--- src/rtl/ewg_pkg.sv ---
`timescale 1ns/1ps
package ewg_pkg;

  typedef enum logic {
    GW_IDLE = 1'b0,
    GW_WAIT = 1'b1
  } gw_state_e;

  // Source lane for destination lane idx; mirrored when rev is set.
  function automatic int unsigned ewg_lane_idx(int unsigned idx, int unsigned lanes, bit rev);
    return rev ? (lanes - 1 - idx) : idx;
  endfunction

endpackage

--- src/rtl/ewg_lane_swap.sv ---
`timescale 1ns/1ps
module ewg_lane_swap #(
  parameter int LANES   = 4,
  parameter int LANE_W  = 8,
  parameter bit REVERSE = 1'b0,
  localparam int TOT_W  = LANES * LANE_W
) (
  input  logic [TOT_W-1:0] din,
  output logic [TOT_W-1:0] dout
);

  for (genvar g = 0; g < LANES; g++) begin : g_lane
    localparam int SRC = int'(ewg_pkg::ewg_lane_idx(g, LANES, REVERSE));
    assign dout[g*LANE_W +: LANE_W] = din[SRC*LANE_W +: LANE_W];
  end

endmodule

--- src/rtl/ewg_timeout.sv ---
`timescale 1ns/1ps
module ewg_timeout #(
  parameter int LIMIT = 8,
  localparam int W    = $clog2(LIMIT + 1)
) (
  input  logic clk,
  input  logic rst,
  input  logic run,
  output logic hit
);

  logic [W-1:0] cnt_q;

  always_ff @(posedge clk) begin
    if (rst || !run) cnt_q <= '0;
    else             cnt_q <= cnt_q + 1'b1;
  end

  // High in the LIMIT-th consecutive cycle of run
  assign hit = run && (cnt_q == W'(LIMIT - 1));

endmodule

--- src/rtl/ewg_rx_reg.sv ---
`timescale 1ns/1ps
module ewg_rx_reg #(
  parameter int DATA_W = 32
) (
  input  logic              clk,
  input  logic              rst,
  input  logic              active,
  input  logic              ack_i,
  input  logic              err_i,
  input  logic [DATA_W-1:0] dat_i,
  output logic              ack_o,
  output logic              err_o,
  output logic [DATA_W-1:0] dat_o
);

  logic good;
  assign good = active && ack_i && !err_i;

  always_ff @(posedge clk) begin
    if (rst) begin
      ack_o <= 1'b0;
      err_o <= 1'b0;
      dat_o <= '0;
    end else begin
      ack_o <= good;
      err_o <= active && err_i;
      dat_o <= good ? dat_i : '0;
    end
  end

endmodule

--- src/rtl/ext_wb_gateway.sv ---
`timescale 1ns/1ps
module ext_wb_gateway #(
  parameter int ADDR_W     = 32,
  parameter int DATA_W     = 32,
  parameter bit PIPELINED  = 1'b0,
  parameter bit RX_REG     = 1'b1,
  parameter bit BIG_ENDIAN = 1'b0,
  parameter int TIMEOUT    = 255,
  localparam int NB        = DATA_W / 8
) (
  input  logic              clk,
  input  logic              rst,
  input  logic              req_valid,
  input  logic              req_we,
  input  logic [ADDR_W-1:0] req_addr,
  input  logic [DATA_W-1:0] req_wdata,
  input  logic [NB-1:0]     req_be,
  output logic              rsp_ack,
  output logic              rsp_err,
  output logic [DATA_W-1:0] rsp_rdata,
  output logic              cfg_big_endian,
  output logic              wb_cyc_o,
  output logic              wb_stb_o,
  output logic              wb_we_o,
  output logic [ADDR_W-1:0] wb_adr_o,
  output logic [DATA_W-1:0] wb_dat_o,
  output logic [NB-1:0]     wb_sel_o,
  input  logic [DATA_W-1:0] wb_dat_i,
  input  logic              wb_ack_i,
  input  logic              wb_err_i
);

  import ewg_pkg::*;

  gw_state_e   state_q;
  logic        accept, bus_done, tmo_hit, tmo_fire, tmo_err_q;
  logic [DATA_W-1:0] wdat_bus, rdat_cpu;
  logic [NB-1:0]     sel_bus;

  assign cfg_big_endian = BIG_ENDIAN;
  assign wb_cyc_o       = (state_q == GW_WAIT);
  assign accept         = req_valid && (state_q == GW_IDLE);
  assign bus_done       = wb_cyc_o && (wb_ack_i || wb_err_i);

  // Lane mapping between processor order and bus order
  ewg_lane_swap #(.LANES(NB), .LANE_W(8), .REVERSE(BIG_ENDIAN)) u_wr_swap (
    .din(req_wdata), .dout(wdat_bus));
  ewg_lane_swap #(.LANES(NB), .LANE_W(1), .REVERSE(BIG_ENDIAN)) u_sel_swap (
    .din(req_be), .dout(sel_bus));
  ewg_lane_swap #(.LANES(NB), .LANE_W(8), .REVERSE(BIG_ENDIAN)) u_rd_swap (
    .din(wb_dat_i), .dout(rdat_cpu));

  // Pending-access limit
  if (TIMEOUT > 0) begin : g_tmo
    ewg_timeout #(.LIMIT(TIMEOUT)) u_tmo (
      .clk(clk), .rst(rst), .run(wb_cyc_o), .hit(tmo_hit));
  end else begin : g_no_tmo
    assign tmo_hit = 1'b0;
  end

  assign tmo_fire = tmo_hit && !bus_done;

  // Outgoing registers and access state
  always_ff @(posedge clk) begin
    if (rst) begin
      state_q  <= GW_IDLE;
      wb_stb_o <= 1'b0;
      wb_we_o  <= 1'b0;
      wb_adr_o <= '0;
      wb_dat_o <= '0;
      wb_sel_o <= '0;
    end else if (accept) begin
      state_q  <= GW_WAIT;
      wb_stb_o <= 1'b1;
      wb_we_o  <= req_we;
      wb_adr_o <= req_addr;
      wb_dat_o <= wdat_bus;
      wb_sel_o <= sel_bus;
    end else if (state_q == GW_WAIT) begin
      if (bus_done || tmo_hit) begin
        state_q  <= GW_IDLE;
        wb_stb_o <= 1'b0;
      end else if (PIPELINED) begin
        wb_stb_o <= 1'b0;
      end
    end
  end

  always_ff @(posedge clk) begin
    if (rst) tmo_err_q <= 1'b0;
    else     tmo_err_q <= tmo_fire;
  end

  // Return path
  if (RX_REG) begin : g_rx_reg
    logic ack_r, err_r;
    ewg_rx_reg #(.DATA_W(DATA_W)) u_rx (
      .clk(clk), .rst(rst), .active(wb_cyc_o),
      .ack_i(wb_ack_i), .err_i(wb_err_i), .dat_i(rdat_cpu),
      .ack_o(ack_r), .err_o(err_r), .dat_o(rsp_rdata));
    assign rsp_ack = ack_r;
    assign rsp_err = err_r || tmo_err_q;
  end else begin : g_rx_comb
    assign rsp_ack   = wb_cyc_o && wb_ack_i && !wb_err_i;
    assign rsp_err   = (wb_cyc_o && wb_err_i) || tmo_err_q;
    assign rsp_rdata = rsp_ack ? rdat_cpu : '0;
  end

endmodule

--- config.mk ---
export PLATFORM = sky130hd
export DESIGN_NAME = ext_wb_gateway
export DESIGN_NICKNAME = d
export VERILOG_FILES = /design/src/rtl/ewg_pkg.sv /design/src/rtl/ewg_lane_swap.sv /design/src/rtl/ewg_timeout.sv /design/src/rtl/ewg_rx_reg.sv /design/src/rtl/ext_wb_gateway.sv
export SDC_FILE = /design/constraint.sdc
export NUM_CORES = 1
export LEC_CHECK = 0
export BUFFER_PORTS_ARGS = -buffer_cell sky130_fd_sc_hd__buf_4
export CELL_PAD_IN_SITES_DETAIL_PLACEMENT = 1
export CELL_PAD_IN_SITES_GLOBAL_PLACEMENT = 1
export CORE_UTILIZATION = 33
export CTS_CLUSTER_DIAMETER = 150
export CTS_CLUSTER_SIZE = 10
export DETAILED_ROUTE_END_ITERATION = 7
export MAX_ROUTING_LAYER = met4
export PLACE_DENSITY = 0.82
export SYNTH_ARGS = -nofsm -noshare
export SYNTH_HDL_FRONTEND = slang
export SYNTH_SLANG_ARGS = --single-unit
--- constraint.sdc ---
create_clock -name clk -period 2.5 [get_ports clk]
set_clock_uncertainty 0.05 [all_clocks]
set_input_delay 0.375 -clock clk [delete_from_list [all_inputs] [get_ports clk]]
set_output_delay 0.375 -clock clk [all_outputs]
set_load 0.01 [all_outputs]
==> impl_metrics.toml, run 1 <==
[timing]
worst_pin_slew_ns = 0.761
post-route-period-util_pct = 66.3
hold_violations = 0
finalMaxSlewViolations = 0
fin_crit_ns = 1.66
fin_ws_ns = 0.843
setup_viol = 0
maxClockFrequency_mhz = 603
setup_tns_ns = 0
slew_headroom_pct = 49.3
grt_setup_unrepaired = "no"

[worst_setup_path]
reg2reg_setup_slack_ns = 0.84
worstReg2RegStart = "wb_cyc_o$_SDFF_PP0_"
crit_arrival_ns = 1.93
path_buf_inv = 1
critPathRequiredTime_ns = 2.77
critPathTopFamily = "simple AND/OR/NAND/NOR gates"
r2r-end = "wb_adr_o[10]$_SDFFE_PP0P_"
crit_type = "reg2reg"
slowest_stage = "and2b_2"
worstPathCellList = "and2b_2, buf_4, nand2_1, a21oi_1"
critPathMaxFanout = 26
slowest_delay_ns = 0.55
reg2reg_depth = 4
cp-end-kind = "register"
cp-start-kind = "register"

[finish]
final_core_util_pct = 54.4
drive_gt1_share_pct = 38.2
final_common_cell = "buf_4"
final_nets = 738
fin_cells = 781
syn2layout_area_growth_pct = 58.2
fillCellCount = 1293
layout_common_cells = "buf_4, nand2_1, dfxtp_1"
num_antenna_cells = 0

[min_path]
hp-class = "in2reg"
min_delay_path_depth = 2
hp-start = "wb_dat_i[7]"
holdPathEnd = "g_rx_reg.u_rx.dat_o[7]$_SDFF_PP0_"

[placed_design]
io_buffers = 210
place_ws_ns = 0.833
dp_hpwl_um = 8750
gp_congestion = 0.732
dp.cells = 751

[logic_synthesis]
synth_fp_nets = 533
synth_area_mm2 = 0.00378
avgSynthCellArea_um2 = 8.89
yosys_warnings = 0
yosys_register_bits = 114
ys_seq_area_share_pct = 60.4
yosysUniqueCellTypes = 25
syn_inst = 425

[detailed_routing]
routed_wl_um = 12000
drc = 0
post_drt_wl_per_cell_um = 15.4
drt_iter0_markers = 199
antenna_left = 0
vias_per_cell = 4.63
vias = 3617
dr.pass1.iters = 4

[clock_tree]
cts.repair.resized = 0
clk_pin_slew_ns = 0.05
post_cts_buffers = 0
cts_tree = "built"
clock-root-buffer = "clkbuf_16"
clkLatencyLatePin_ns = 0.40
cts_buffers = 17
cts_num_sinks = 114
clock_path_buffers = 2
cts_hold_buffers = 0
ctsHtreeMaxLevel = 4

[grt]
grt_pass1_wl_um = 18000
grt_max_degree = 74
antenna_found_initial = 0
first_global_vias = 3695
grt-ovfl-total = 0
grt_use_total_pct = 20.8

[flow_run]
cap_violations = 0

[power]
p_leak_nw = 2.76
power.total_mw = 4.69
ir_drop_uv = 322
power_density_mw_per_mm2 = 785

[status]
status = "finished, final reports clean"

[die]
die_area_mm2 = 0.0119
initial_utilization_pct = 34.4
rows = 38
ios = 212
die_width_um = 109
die_h_um = 109
coreArea_mm2 = 0.0110
-- per-layer routing --
layer  up-vias  wire, um  GRT usage, %
met5         -         0             -
met1      1729      4550          21.0
met2       101      6700          37.7
li1       1767         -             -
met3        20       547          3.95
met4         0       248          10.9
-- cell families (layout without fill, tap and decap cells) --
group | after synthesis | after routing | synth area share [%]
DFF | 114 | 114 | 60.4
AOI/OAI and AO/OA | 80 | 80 | 10.7
xor gates and xnor gates | 3 | 3 | 0.695
other | 1 | 1 | 0.0992
and+or+nand+nor | 194 | 194 | 22.8
adders and majority gates | 2 | 2 | 0.662
buffers and inverters | 31 | 247 | 4.63
-- synth_stat cells --
cell type	n	area, um^2
buf_2	14	70.1
xor2_1	2	17.5
dfxtp_1	114	2280
buf_6	4	45.0
conb_1	1	3.75
nor3b_4	1	18.8
clkbuf_1	8	30.0
nand2_1	139	522
inv_1	2	7.51
a21oi_1	74	370
o21ai_0	4	20.0
or2_2	1	6.26
nor2_1	6	22.5
and2_1	33	206
nor4b_1	1	8.76
buf_4	3	22.5
xnor2_1	1	8.76
o211ai_1	2	15.0
ha_1	2	25.0
and2b_1	1	7.51
nand2b_1	2	12.5
nand3_1	4	20.0
nand4_1	2	12.5
nor2b_1	1	6.26
or3_1	3	18.8
-- how the worst max path moves through the flow --
| stage | endpoint | slack (ns) | depth (start not counted) | from |
|---|---|---|---|---|
| 2_1_floorplan | wb_dat_o[21]$_SDFFE_PP0P_ | 1.15 | 6 | wb_cyc_o$_SDFF_PP0_ |
| 3_3_place_gp | wb_sel_o[1]$_SDFFE_PP0P_ | 0.88 | 4 | wb_cyc_o$_SDFF_PP0_ |
| 3_5_place_dp | wb_adr_o[7]$_SDFFE_PP0P_ | 0.83 | 4 | wb_cyc_o$_SDFF_PP0_ |
| 4_1_cts | wb_adr_o[10]$_SDFFE_PP0P_ | 0.81 | 4 | wb_cyc_o$_SDFF_PP0_ |
| 5_1_grt | wb_dat_o[20]$_SDFFE_PP0P_ | 0.69 | 4 | wb_cyc_o$_SDFF_PP0_ |
| 6_report | wb_adr_o[10]$_SDFFE_PP0P_ | 0.84 | 4 | wb_cyc_o$_SDFF_PP0_ |
-- area by class of cell --
cell class / count / area, um^2 / share of cell area [%]
inverter: 2 / 7.51 / 0.126
timing repair buffer: 215 / 1630 / 27.2
clock inverter: 6 / 80.1 / 1.34
multi-input combinational: 280 / 1330 / 22.2
sequential: 114 / 2280 / 38.2
tap: 140 / 175 / 2.93
clock buffer: 24 / 482 / 8.06
-- sequential cells by signal (all words and copies together), names as in the netlist, 4 cells and up --
name and flops:
wb_sel_o 4, wb_dat_o 32, g_rx_reg.u_rx.dat_o 32, wb_adr_o 32, g_tmo.u_tmo.cnt_q 8
-- power by group --
part           total [mW]  internal (mW)  switching (mW)  leakage, nW
Combinational       0.460          0.245           0.215         1.54
Clock                2.30           1.52           0.770        0.280
Sequential           1.94           1.90          0.0415        0.931
-- through the flow --
step | hold WS, ns | instance area, um^2
after floorplan | 0.403 | 3780
after global placement | 0.392 | 5420
after detailed placement | 0.399 | 5420
after CTS | 0.106 | 5980
after global routing | 0.112 | 5980
final | 0.121 | 5980
No activity file was read; power rests on OpenSTA's default activity.
==> run 2: changes to the inputs <==
ABC_AREA = 1   (was not set)
CORE_UTILIZATION = 28   (was 33)
PLACE_DENSITY = 0.74   (was 0.82)
clock period = 1.5 ns   (was 2.5 ns; I/O delays follow)
==> run 2 against run 1 <==
Via count increased by 8.6%; synthesized cell count increased by 12%; sequential power increased by 72%; sequential share of layout area decreased by 3.6 points; routed wire length increased by 7.5%; critical endpoint is now rsp_err; critical path depth decreased by 2; global-route usage decreased by 1.7 points; combinational power increased to 2.6 times the previous value; largest power group unchanged.
==> impl_metrics.toml, run 2 <==
[worst_setup_path]
crit_arrival_ns = 1.13
worstReg2RegStart = "wb_cyc_o$_SDFF_PP0_"
critPathMaxFanout = 1
cp-end-kind = "output port"
crit_start = "tmo_err_q$_SDFF_PP0_"
crit_type = "reg2out"
critPathRequiredTime_ns = 1.22
cp-start-kind = "register"

[placed_design]
place_ws_ns = 0.114
dp_hpwl_um = 8780
io_buffers = 210
postPlaceCellArea_mm2 = 0.00566
gp_congestion = 0.743

[detailed_routing]
antenna_left = 0
vias_per_cell = 4.33
drc = 0
routed_wl_um = 13000
dr.pass1.iters = 4
post_drt_wl_per_cell_um = 14.3
drt_iter0_markers = 83
vias = 3928

[grt]
first_global_vias = 4223
antenna_found_initial = 0
grt_use_total_pct = 19.1
grt_max_degree = 52
grt-ovfl-total = 0
grt_pass1_wl_um = 20300

[logic_synthesis]
syn_inst = 475
ys_top_cells_by_area = "dfxtp_1, nor2_1, o21ai_0, nor2_2, inv_1"
ys_seq_area_share_pct = 58.4
synth_top_family_by_area = "simple AND/OR/NAND/NOR gates"
yosys_warnings = 0
synth_top_area_share_pct = 58.4
yosys_register_bits = 114
synth_area_mm2 = 0.00391
synth_top_cells_by_count = "nor2_1, dfxtp_1, o21ai_0, inv_1, nor2_2"
avgSynthCellArea_um2 = 8.22
yosysTopAreaCell = "dfxtp_1"
synth_mux_area_share_pct = 0
synth_fa_ha_area_share_pct = 0.641
ys.flop_type = "dfxtp_1"
async_flop_share_pct = 0
synth_edf_count = 0
synthSimpleGateAreaFrac_pct = 23.6
synth_fp_nets = 583
synth_compound_area_share_pct = 9.61
synthXorXnorAreaFrac_pct = 0
synth_most_common_cell = "nor2_1"
yosysUniqueCellTypes = 22

[min_path]
hp-class = "in2reg"
hp-start = "req_wdata[7]"

[die]
ios = 212
initial_utilization_pct = 29.2
coreArea_mm2 = 0.0134
rows = 42
die_area_mm2 = 0.0144
die_width_um = 120
die_h_um = 120

[finish]
final_common_cell = "buf_4"
drive_gt1_share_pct = 38.9
layout_common_cells = "buf_4, nor2_1, dfxtp_1"
num_antenna_cells = 0
syn2layout_area_growth_pct = 69.1
fin_area_mm2 = 0.00661
final_nets = 826
reg.largest.list = "g_rx_reg.u_rx.dat_o x32, wb_adr_o x32, wb_dat_o x32"
fillCellCount = 1594

[power]
power.total_mw = 8.65
power_density_mw_per_mm2 = 1310
p_leak_nw = 3.19
ir_drop_uv = 606

[flow_run]
cap_violations = 0

[clock_tree]
clkLatencyLatePin_ns = 0.41
clk_pin_slew_ns = 0.05
cts.repair.resized = 0
cts_num_sinks = 114
cts_tree = "built"
cts_buffers = 17
clock-root-buffer = "clkbuf_16"
clock_path_buffers = 2
ctsHtreeMaxLevel = 4

[timing]
finalMaxSlewViolations = 0
post-route-period-util_pct = 93.6
grt_setup_unrepaired = "no"
fin_ws_ns = 0.0962
setup_tns_ns = 0
setup_viol = 0
fin_crit_ns = 1.40
maxClockFrequency_mhz = 712
hold_violations = 0

[status]
status = "finished, final reports clean"
## run 2: logic make-up (layout without fill, tap and decap cells)
group                      after synthesis  in the layout
buffers and inverters                   67            323
adders and majority gates                2              2
other                                    1              1
DFF                                    114            114
and+or+nand+nor                        216            216
AOI/OAI and AO/OA                       75             75
## run 2: final timing paths
check | depth (start not counted) | slack [ns] | endpoint
worst max-delay path | 2 | 0.1 | rsp_err
worst min-delay path | 3 | 0.02 | wb_dat_o[7]$_SDFFE_PP0P_
worst max register to register | 6 | 0.14 | wb_dat_o[23]$_SDFFE_PP0P_
worst min register to register | 1 | 0.42 | g_tmo.u_tmo.cnt_q[0]$_SDFF_PP0_
## run 2: where the power goes
group,internal (mW),total [mW],switching [mW]
combinational,0.624,1.20,0.580
sequential,3.23,3.34,0.108
clock,2.74,4.10,1.36
## run 2: per-layer routing
layer,GRT usage [%],vias up,wire length [um]
li1,-,1939,-
met1,19.3,1814,4950
met2,32.5,147,6650
met3,6.51,28,947
met4,9.92,0,401
met5,-,-,0
## run 2: per-stage QoR
| step | utilization [%] | hold slack (ns) | instances |
|---|---|---|---|
| floorplan | - | 0.287 | 475 |
| CTS | 49.3 | 0.000791 | 907 |
| finish | 49.3 | 0.0175 | 907 |
| global placement | 42.2 | 0.397 | 842 |
| detailed placement | 42.2 | 0.405 | 842 |
| global route | 49.3 | 0.0186 | 907 |
## run 2: layout make-up
class	instances	area, um^2	share of cell area, %
sequential	114	2280	34.5
multi-input combinational	294	1330	20.1
inverter	42	158	2.39
clock inverter	8	97.6	1.48
timing repair buffer	249	2000	30.3
clock buffer	24	522	7.90
tap	176	220	3.33
## run 2: critical path, cell delays in order (launching register included)
cell	delay, ns
dfxtp_1	0.29
or2_2	0.28
buf_4	0.15
## run 2: timing repair
item	in CTS	in global routing
hold buffers	33	0
setup buffers	0	0
setup endpoints to repair	0	0
hold endpoints to repair	33	0
==> run 3: changes to the inputs <==
SETUP_SLACK_MARGIN = 0.1   (was not set)
==> run 3 against run 2 <==
Register-to-register slack improved by 0.10 ns; utilization increased by 0.25 points; global-route usage about the same; clock power about the same; routed wire length increased by 0.15%; combinational power about the same; via count increased by 0.10%; first-iteration DRC count decreased by 23%; sequential power about the same; die area unchanged.
==> impl_metrics.toml, run 3 (same netlist as run 2, synthesis figures left out) <==
[die]
die_h_um = 120
die_area_mm2 = 0.0144
initial_utilization_pct = 29.2
ios = 212
rows = 42
die_width_um = 120
coreArea_mm2 = 0.0134

[detailed_routing]
drc = 0
vias = 3932
drt_iter0_markers = 64
vias_per_cell = 4.33
dr.pass1.iters = 4
post_drt_wl_per_cell_um = 14.3
routed_wl_um = 13000
antenna_left = 0

[min_path]
hp-class = "in2reg"

[grt]
met3_usage_pct = 6.51
first_global_vias = 4223
grt.met2_usage_pct = 32.5
busiest_layer = "met2"
grt_max_degree = 52
use_met1_pct = 19.3
antenna_found_initial = 0
grt_pass1_wl_um = 20300
grt-ovfl-total = 0
grt_use_total_pct = 19.1

[clock_tree]
clock-root-buffer = "clkbuf_16"
ctsHtreeMaxLevel = 4
clk_pin_slew_ns = 0.05
clock_path_buffers = 2
clkLatencyLatePin_ns = 0.41
cts_tree = "built"
cts_num_sinks = 114
cts_buffers = 17

[worst_setup_path]
worstReg2RegStart = "wb_cyc_o$_SDFF_PP0_"
critPathRequiredTime_ns = 1.22
crit_start = "tmo_err_q$_SDFF_PP0_"
critPathMaxFanout = 1
crit_end = "rsp_err"
crit_arrival_ns = 1.06
reg2reg_depth = 5
crit_type = "reg2out"
cp-start-kind = "register"
reg2reg_setup_slack_ns = 0.24
cp-end-kind = "output port"
r2r-end = "wb_adr_o[30]$_SDFFE_PP0P_"

[timing]
maxClockFrequency_mhz = 747
post-route-period-util_pct = 89.2
finalMaxSlewViolations = 0
setup_tns_ns = 0
setup_viol = 0
fin_crit_ns = 1.34
hold_violations = 0
grt_setup_unrepaired = "no"
fin_ws_ns = 0.161

[power]
p_leak_nw = 3.20
ir_drop_uv = 608
power_density_mw_per_mm2 = 1310

[finish]
fillCellCount = 1596
syn2layout_area_growth_pct = 70.0
num_antenna_cells = 0
regArea_mm2 = 0.00228
drive_gt1_share_pct = 39.0
final_common_cell = "buf_4"
reg.largest.list = "g_rx_reg.u_rx.dat_o x32, wb_adr_o x32, wb_dat_o x32"
multi_input_area_mm2 = 0.00134
layout_common_cells = "buf_4, nor2_1, dfxtp_1"
final_nets = 828
final_core_util_pct = 49.6

[placed_design]
place_ws_ns = 0.114
io_buffers = 210
gp_congestion = 0.743
dp_hpwl_um = 8780

[flow_run]
cap_violations = 0

[status]
status = "finished, final reports clean"
run 3: cell count changes in the layout (fill, tap and decap cells not counted):
cell / delta
nand2_8: +1
or2_2: -1
buf_6: +2
nand2_4: -1
or2_4: +1
run 3: worst min path at each step:
| stage | startpoint | endpoint | slack [ns] | cells after the start |
|---|---|---|---|---|
| 2_1_floorplan | wb_dat_i[0] | g_rx_reg.u_rx.dat_o[0]$_SDFF_PP0_ | 0.29 | 2 |
| 3_3_place_gp | g_tmo.u_tmo.cnt_q[4]$_SDFF_PP0_ | g_tmo.u_tmo.cnt_q[4]$_SDFF_PP0_ | 0.40 | 2 |
| 3_5_place_dp | wb_dat_i[1] | g_rx_reg.u_rx.dat_o[1]$_SDFF_PP0_ | 0.40 | 3 |
| 4_1_cts | wb_dat_i[0] | g_rx_reg.u_rx.dat_o[0]$_SDFF_PP0_ | 0.0008 | 3 |
| 5_1_grt | req_wdata[8] | wb_dat_o[8]$_SDFFE_PP0P_ | 0.02 | 3 |
| 6_report | req_wdata[27] | wb_dat_o[27]$_SDFFE_PP0P_ | 0.02 | 3 |
run 3: where the power goes:
part / total, mW / switching, mW / internal [mW]
Sequential: 3.34 / 0.108 / 3.23
Clock: 4.10 / 1.36 / 2.74
Combinational: 1.22 / 0.585 / 0.634
Total: 8.67 / 2.05 / 6.61
run 3: final cells by class:
type | instances | share of cell area, %
Timing Repair Buffer | 251 | 30.5
Multi-Input combinational cell | 294 | 20.1
Tap cell | 176 | 3.32
Clock inverter | 8 | 1.47
Inverter | 42 | 2.37
Clock buffer | 24 | 7.86
Sequential cell | 114 | 34.4
run 3: stage by stage:
| stage | cell area (um^2) | hold slack [ns] | power, mW | cells |
|---|---|---|---|---|
| after floorplan | 3910 | 0.287 | 3.88 | 475 |
| after global placement | 5660 | 0.397 | 4.50 | 842 |
| after detailed placement | 5660 | 0.405 | 4.55 | 842 |
| after CTS | 6610 | 0.000791 | 8.78 | 907 |
| after global routing | 6640 | 0.0206 | 9.06 | 909 |
| final | 6640 | 0.0156 | 8.67 | 909 |
run 3: repair_timing:
item / in CTS / in global routing
resized for setup: 2 / 2
pin swaps: 0 / 1
hold endpoints to repair: 33 / 0
buffers inserted: 0 / 2
hold buffers: 33 / 0
setup endpoints to repair: 1 / 40
run 3: metal layers:
layer,vias to the layer above,share of wire [%]
li1,1942,-
met2,146,51
met5,-,0
met4,0,3.2
met3,27,7.1
met1,1817,38
run 3: critical path, stage by stage (launching register included):
cell     delay [ns]
dfxtp_1        0.30
or2_4          0.24
buf_6          0.12
